## config.mk

```make
export PLATFORM = sky130hd
export DESIGN_NAME = panel_init_seq
export DESIGN_NICKNAME = d
export VERILOG_FILES = /design/src/rtl/panel_init_pkg.sv /design/src/rtl/panel_half_timer.sv /design/src/rtl/panel_spi_frame_tx.sv /design/src/rtl/panel_init_ctrl.sv /design/src/rtl/panel_init_seq.sv
export SDC_FILE = /design/constraint.sdc
export NUM_CORES = 1
export LEC_CHECK = 0
export ABC_CLOCK_PERIOD_IN_PS = 2950
export CELL_PAD_IN_SITES_DETAIL_PLACEMENT = 0
export CELL_PAD_IN_SITES_GLOBAL_PLACEMENT = 1
export CORE_ASPECT_RATIO = 1.25
export CORE_UTILIZATION = 47
export DETAILED_ROUTE_END_ITERATION = 8
export HOLD_SLACK_MARGIN = 0.02
export PLACE_DENSITY_LB_ADDON = 0.1
export SLEW_MARGIN = 20
export SYNTH_ARGS = -nofsm -noshare
export SYNTH_HDL_FRONTEND = slang
export SYNTH_SLANG_ARGS = --single-unit
```

## constraint.sdc

```tcl
create_clock -name clk -period 2.95 [get_ports clk]
set_input_delay 0.59 -clock clk [delete_from_list [all_inputs] [get_ports clk]]
set_output_delay 0.59 -clock clk [all_outputs]
set_load 0.005 [all_outputs]
```

## src/rtl/panel_init_pkg.sv

```systemverilog
package panel_init_pkg;

    localparam int unsigned NUM_WRITES = 24;
    localparam int unsigned IDX_W      = $clog2(NUM_WRITES);
    localparam int unsigned FRAME_BITS = 24;
    localparam int unsigned BIT_CNT_W  = $clog2(FRAME_BITS);
    localparam logic [7:0]  SEL_PREFIX = 8'h70;
    localparam logic [7:0]  VAL_PREFIX = 8'h72;

    typedef struct packed {
        logic [7:0]  addr;
        logic [15:0] data;
    } reg_write_t;

    typedef enum logic [2:0] {
        FR_IDLE, FR_LEAD, FR_HIGH, FR_LOW, FR_GAP
    } frame_state_e;

    typedef enum logic [1:0] {
        SQ_IDLE, SQ_LAUNCH, SQ_WAIT
    } seq_state_e;

    // Fixed configuration list; the order is significant.
    function automatic reg_write_t table_entry(input logic [IDX_W-1:0] i);
        reg_write_t w;
        case (i)
            5'd0:    w = '{8'h01, 16'h6300};
            5'd1:    w = '{8'h02, 16'h0200};
            5'd2:    w = '{8'h03, 16'h0177};
            5'd3:    w = '{8'h04, 16'h04C7};
            5'd4:    w = '{8'h05, 16'hFFC0};
            5'd5:    w = '{8'h06, 16'hE806};
            5'd6:    w = '{8'h0A, 16'h4008};
            5'd7:    w = '{8'h0B, 16'h0000};
            5'd8:    w = '{8'h0D, 16'h0030};
            5'd9:    w = '{8'h0E, 16'h2800};
            5'd10:   w = '{8'h0F, 16'h0000};
            5'd11:   w = '{8'h16, 16'h9F80};
            5'd12:   w = '{8'h17, 16'h0A0F};
            5'd13:   w = '{8'h1E, 16'h00C1};
            5'd14:   w = '{8'h30, 16'h0300};
            5'd15:   w = '{8'h31, 16'h0007};
            5'd16:   w = '{8'h32, 16'h0000};
            5'd17:   w = '{8'h33, 16'h0000};
            5'd18:   w = '{8'h34, 16'h0707};
            5'd19:   w = '{8'h35, 16'h0004};
            5'd20:   w = '{8'h36, 16'h0302};
            5'd21:   w = '{8'h37, 16'h0202};
            5'd22:   w = '{8'h3A, 16'h0A0D};
            default: w = '{8'h3B, 16'h0806};
        endcase
        return w;
    endfunction

    function automatic logic [FRAME_BITS-1:0] select_frame(input reg_write_t w);
        return {SEL_PREFIX, 8'h00, 1'b0, w.addr[6:0]};
    endfunction

    function automatic logic [FRAME_BITS-1:0] value_frame(input reg_write_t w);
        return {VAL_PREFIX, w.data};
    endfunction

endpackage

```

## src/rtl/panel_half_timer.sv

```systemverilog
module panel_half_timer #(
    parameter int unsigned HALF_DIV = 4
) (
    input  logic clk,
    input  logic rst,
    input  logic clear,
    output logic tick
);
    localparam int unsigned CNT_W = (HALF_DIV > 1) ? $clog2(HALF_DIV) : 1;
    localparam logic [CNT_W-1:0] LAST = CNT_W'(HALF_DIV - 1);

    logic [CNT_W-1:0] cnt_q;

    always_ff @(posedge clk) begin
        if (rst || clear || cnt_q == LAST) cnt_q <= '0;
        else                               cnt_q <= cnt_q + 1'b1;
    end

    assign tick = (cnt_q == LAST) && !clear;
endmodule

```

## src/rtl/panel_spi_frame_tx.sv

```systemverilog
module panel_spi_frame_tx
    import panel_init_pkg::*;
#(
    parameter int unsigned HALF_DIV = 4
) (
    input  logic                  clk,
    input  logic                  rst,
    input  logic                  frame_start,
    input  logic [FRAME_BITS-1:0] frame_data,
    output logic                  frame_done,
    output logic                  sclk,
    output logic                  mosi,
    output logic                  cs_n
);
    frame_state_e          st_q;
    logic [FRAME_BITS-1:0] shreg_q;
    logic [BIT_CNT_W-1:0]  bit_q;
    logic                  gap_q;
    logic                  tick;

    panel_half_timer #(.HALF_DIV(HALF_DIV)) timer_i (
        .clk   (clk),
        .rst   (rst),
        .clear (st_q == FR_IDLE),
        .tick  (tick)
    );

    always_ff @(posedge clk) begin
        if (rst) begin
            st_q       <= FR_IDLE;
            shreg_q    <= '0;
            bit_q      <= '0;
            gap_q      <= 1'b0;
            sclk       <= 1'b0;
            cs_n       <= 1'b1;
            frame_done <= 1'b0;
        end else begin
            frame_done <= 1'b0;
            case (st_q)
                FR_IDLE: if (frame_start) begin
                    shreg_q <= frame_data;
                    cs_n    <= 1'b0;
                    st_q    <= FR_LEAD;
                end
                FR_LEAD: if (tick) begin
                    sclk  <= 1'b1;
                    bit_q <= '0;
                    st_q  <= FR_HIGH;
                end
                FR_HIGH: if (tick) begin
                    sclk <= 1'b0;
                    if (bit_q == BIT_CNT_W'(FRAME_BITS - 1)) begin
                        cs_n  <= 1'b1;
                        gap_q <= 1'b0;
                        st_q  <= FR_GAP;
                    end else begin
                        shreg_q <= {shreg_q[FRAME_BITS-2:0], 1'b0};
                        st_q    <= FR_LOW;
                    end
                end
                FR_LOW: if (tick) begin
                    sclk  <= 1'b1;
                    bit_q <= bit_q + 1'b1;
                    st_q  <= FR_HIGH;
                end
                FR_GAP: if (tick) begin
                    gap_q <= 1'b1;
                    if (gap_q) begin
                        frame_done <= 1'b1;
                        st_q       <= FR_IDLE;
                    end
                end
                default: st_q <= FR_IDLE;
            endcase
        end
    end

    assign mosi = shreg_q[FRAME_BITS-1];


    sclk_idle_chk: assert property (@(posedge clk) disable iff (rst)
        cs_n |-> !sclk);

    mosi_hold_chk: assert property (@(posedge clk) disable iff (rst)
        (sclk && $past(sclk)) |-> $stable(mosi));
endmodule

```

## src/rtl/panel_init_ctrl.sv

```systemverilog
module panel_init_ctrl
    import panel_init_pkg::*;
(
    input  logic                  clk,
    input  logic                  rst,
    input  logic                  start,
    input  logic                  frame_done,
    output logic                  frame_start,
    output logic [FRAME_BITS-1:0] frame_data,
    output logic                  busy,
    output logic                  done,
    output logic                  panel_enable
);
    seq_state_e       st_q;
    logic [IDX_W-1:0] idx_q;
    logic             value_phase_q;
    reg_write_t       entry;

    always_ff @(posedge clk) begin
        if (rst) begin
            st_q          <= SQ_IDLE;
            idx_q         <= '0;
            value_phase_q <= 1'b0;
            busy          <= 1'b0;
            done          <= 1'b0;
            panel_enable  <= 1'b0;
        end else begin
            done <= 1'b0;
            case (st_q)
                SQ_IDLE: if (start) begin
                    busy          <= 1'b1;
                    panel_enable  <= 1'b0;
                    idx_q         <= '0;
                    value_phase_q <= 1'b0;
                    st_q          <= SQ_LAUNCH;
                end
                SQ_LAUNCH: st_q <= SQ_WAIT;
                SQ_WAIT: if (frame_done) begin
                    if (!value_phase_q) begin
                        value_phase_q <= 1'b1;
                        st_q          <= SQ_LAUNCH;
                    end else if (idx_q == IDX_W'(NUM_WRITES - 1)) begin
                        busy         <= 1'b0;
                        done         <= 1'b1;
                        panel_enable <= 1'b1;
                        st_q         <= SQ_IDLE;
                    end else begin
                        idx_q         <= idx_q + 1'b1;
                        value_phase_q <= 1'b0;
                        st_q          <= SQ_LAUNCH;
                    end
                end
                default: st_q <= SQ_IDLE;
            endcase
        end
    end

    always_comb begin
        entry       = table_entry(idx_q);
        frame_start = (st_q == SQ_LAUNCH);
        frame_data  = value_phase_q ? value_frame(entry) : select_frame(entry);
    end


    done_pulse_chk: assert property (@(posedge clk) disable iff (rst)
        done |=> !done);

    enable_low_busy_chk: assert property (@(posedge clk) disable iff (rst)
        busy |-> !panel_enable);

    enable_rise_chk: assert property (@(posedge clk) disable iff (rst)
        $rose(panel_enable) |-> done);

    start_ignored_chk: assert property (@(posedge clk) disable iff (rst)
        (busy && start && !frame_done) |=> $stable(idx_q));
endmodule

```

## src/rtl/panel_init_seq.sv

```systemverilog
module panel_init_seq
    import panel_init_pkg::*;
#(
    parameter int unsigned HALF_DIV = 4
) (
    input  logic clk,
    input  logic rst,
    input  logic start,
    output logic busy,
    output logic done,
    output logic spi_sclk,
    output logic spi_mosi,
    output logic spi_cs_n,
    output logic panel_enable
);
    logic                  frame_start;
    logic                  frame_done;
    logic [FRAME_BITS-1:0] frame_data;

    panel_init_ctrl ctrl_i (
        .clk          (clk),
        .rst          (rst),
        .start        (start),
        .frame_done   (frame_done),
        .frame_start  (frame_start),
        .frame_data   (frame_data),
        .busy         (busy),
        .done         (done),
        .panel_enable (panel_enable)
    );

    panel_spi_frame_tx #(.HALF_DIV(HALF_DIV)) tx_i (
        .clk         (clk),
        .rst         (rst),
        .frame_start (frame_start),
        .frame_data  (frame_data),
        .frame_done  (frame_done),
        .sclk        (spi_sclk),
        .mosi        (spi_mosi),
        .cs_n        (spi_cs_n)
    );


    reset_idle_chk: assert property (@(posedge clk)
        $past(rst) |-> (spi_cs_n && !spi_sclk && !busy && !done && !panel_enable));
endmodule

```

==> out/metrics.csv <==
stage;metric;value;unit
grt;grt ovf;0;
clocking;CTS max path bufs;2;
run;maxcap violations;0;
power;Lkg Pwr;1.459;nW
clocking;# resized after CTS;0;
logic_synthesis;simple-gate area share of the yosys netlist;0.2282;
logic_synthesis;Synth Area in Adders;0.06248;
clocking;clock sinks;70;
worst_setup_path;CP Max Fanout;6;
worst_setup_path;FF-to-FF Start;ctrl_i.idx_q[0];
timing;skew final;13.88;ps
worst_setup_path;reg2reg path depth;9;
logic_synthesis;post-synthesis mux area share;0.02683;
power;power per cell area;529.0;nW/µm²
placement;RD Place Congestion;0.8549;
timing;Max Freq;375.2;MHz
routing;Post-DRT Antenna Nets;0;
cells_and_area;layout cell share with drive strength beyond 1;0.1176;
timing;Max-slew headroom;0.5815;
routing;Initial DRC Count;156;
worst_setup_path;worst endpoint required time;3170;ps
routing;drc violations;0;
placement;DP HPWL;4836;µm
cells_and_area;synthesis-to-finish area growth;11.32;%
worst_setup_path;CP Launch Type;register;
logic_synthesis;area share of the largest cell type after synthesis;0.4116;
timing;Final setup viols;0;
clocking;CTS tree;done;
logic_synthesis;cell type contributing the most total cell area after synthesis;dfxtp_1;
grt;initial antenna violation count;0;
clocking;H-tree lvl count;3;
timing;Tmin final;2665;ps
min_path;hold worst-path end;tx_i.timer_i.cnt_q[0];
min_path;Hold Path Cell Cnt;1;
routing;Post-Route WL;7107;µm
clocking;total CTS buffers;9;
logic_synthesis;Synth warnings;0;
die;Core Box Area;6977;µm²
die;Die Y;97.16;µm
logic_synthesis;EDFF count, synth;0;
placement;Place WS;0.09859;ps
clocking;Root Driver;clkbuf_8;
grt;All-Layer GR Usage;0.2055;
worst_setup_path;RR Endpoint;ctrl_i.entry[6];
routing;vias after detailed routing;2796;
logic_synthesis;asr flop ratio synth;0;
logic_synthesis;Post-Syn Area;3405;µm²
grt;number of global-route vias before repair;2672;
die;Initial Util;0.4880;
logic_synthesis;Netlist cell types;62;
logic_synthesis;largest family of logic cells by synthesized area;simple AND/OR/NAND/NOR gates;
cells_and_area;# diodes;0;
die;row cnt;34;
timing;part of the cycle the worst path needs;0.9035;
cells_and_area;most common cell after layout, fill and taps aside;dfxtp_1;
clocking;CTS clk-pin slew, worst paths;80;ps
die;Die Wd;78.13;µm
routing;vias per cell;5.614;
timing;final setup margin;284.6;ps
worst_setup_path;setup slack, reg-to-reg;280;ps
logic_synthesis;Seq/Total Area, Yosys;0.4116;
cells_and_area;final net count;423;
logic_synthesis;FF+latch count, synth;70;
routing;drt wl/cell;14.27;µm
logic_synthesis;prevailing post-synth register cell;dfxtp_1;
logic_synthesis;Mean Syn Cell Area;8.641;µm²
grt;pin count of the biggest net entering global routing;36;
cells_and_area;leading cell types in the layout, fill and taps excluded;dfxtp_1 (70), nand2_1 (52), nor2_1 (41), a21oi_1 (23), nand3_1 (22);
clocking;hold_buf cts;0;
placement;Port Buffers;8;
worst_setup_path;Crit path arrival time;2890;ps
logic_synthesis;Synth Area in XOR/XNOR;0.007718;
timing;Max Slew Vio Count;0;
worst_setup_path;WS Path Type;register to register;
run_status;status;completed;
routing;number of detailed-route iterations in the first pass;4;
logic_synthesis;synth top area cells;dfxtp_1 (41%), ha_1 (6.2%), nand2_1 (5.7%);
logic_synthesis;syn nets;414;
timing;Slew @ Worst Pin;623.2;ps
logic_synthesis;Synth Area in Compound Gates;0.2058;
timing;setup_tns;0;ps
worst_setup_path;Setup crit end kind;register;
clocking;worst skew pair latency;340;ps
clocking;postcts setup bufs;0;
logic_synthesis;Cells after Synth;394;
die;I/O pins;9;
timing;hold violation count in the final report;0;
die;die area;7590;µm²
min_path;hold_sp;tx_i.timer_i.cnt_q[0];
power;worst vdd ir;318.9;µV
min_path;Hold Path Class;register to register;
grt;first-pass GRT wire length;12400;µm
timing;RSZ-0062 raised after global routing;false;
registers in the layout, summed over array words and instances (netlist names):
| register | flops |
|---|---|
| ctrl_i.panel_enable | 1 |
| ctrl_i.value_phase_q | 1 |
| tx_i.frame_done | 1 |
| tx_i.sclk | 1 |
| tx_i.timer_i.cnt_q | 2 |
| tx_i.shreg_q | 24 |
| ctrl_i.done | 1 |
| tx_i.bit_q | 5 |
| tx_i.st_q | 3 |
| ctrl_i.entry | 21 |
| ctrl_i.idx_q | 5 |
| tx_i.cs_n | 1 |
| ctrl_i.st_q | 2 |
| ctrl_i.busy | 1 |
| tx_i.gap_q | 1 |
how the worst max path moves through the flow:
stage	slack (ps)	start	to
3_3_place_gp	40	start	ctrl_i.entry[17]
3_5_place_dp	0.1	start	ctrl_i.entry[17]
6_report	280	ctrl_i.idx_q[0]	ctrl_i.entry[6]
5_1_grt	50	ctrl_i.idx_q[0]	ctrl_i.entry[6]
4_1_cts	270	ctrl_i.idx_q[0]	ctrl_i.entry[6]
2_1_floorplan	480	ctrl_i.idx_q[0]	ctrl_i.entry[6]
layout make-up:
cell class | instances | area, µm²
clock buffer | 10 | 137.6
inverter | 11 | 46.29
multi-input combinational | 287 | 1812
tap | 90 | 112.6
clock inverter | 6 | 85.08
sequential | 70 | 1401
timing repair buffer | 24 | 195.2
fill | 677 | 3187
report_power, final:
group | switching (mW) | total (mW) | internal [mW]
logic | 0.0837 | 0.149 | 0.0656
clock network | 0.357 | 0.853 | 0.496
registers | 0.0221 | 1.00 | 0.981
total | 0.463 | 2.00 | 1.54
cells by family after synthesis:
family          after synthesis
fa+ha+maj                    17
compound gates               97
flops                        70
simple gates                161
xor+xnor                      3
buf+inv                      37
mux                           9
routing by layer:
| layer | up-vias | wire length (µm) | track usage |
|---|---|---|---|
| met2 | 42 | 3356 | 0.3347 |
| met3 | 17 | 183 | 0.03568 |
| met4 | 0 | 133 | 0.1026 |
| li1 | 1437 | - | - |
| met5 | - | 0 | 0 |
| met1 | 1300 | 3433 | 0.2585 |
synthesized netlist by cell type, types with 4 or more instances:
master and n:
nand3_1 22, and2_1 4, nand2_1 52, o21ai_0 6, a211oi_1 5, o21ai_1 5
ha_1 17, o211ai_1 7, nor2_1 41, dfxtp_1 70, nor4_1 4, mux2i_1 8
a21oi_1 24, nor3_1 14, a311oi_1 12, a22oi_1 5, a21o_1 5, a31oi_1 5
clkbuf_1 16, inv_1 9
per-stage QoR:
step	hold slack, ps	utilization	instance area (µm²)	power (mW)	std cells
floorplan	405.3	-	3405	1.132	394
CTS	436.0	0.5432	3790	2.028	498
global placement	413.6	0.5113	3567	1.173	482
global route	457.5	0.5432	3790	2.109	498
detailed placement	424.9	0.5113	3567	1.175	482
finish	434.0	0.5432	3790	2.005	498
critical path: stages, from the launching register on:
cell and delay, ps:
dfxtp_1 430, ha_1 270, nand4b_1 300, a211oi_2 340
o22a_1 290, inv_1 130, ha_1 280, and2_4 170
a32oi_1 220, o21ai_0 110
(Power assumes the default switching activity.)
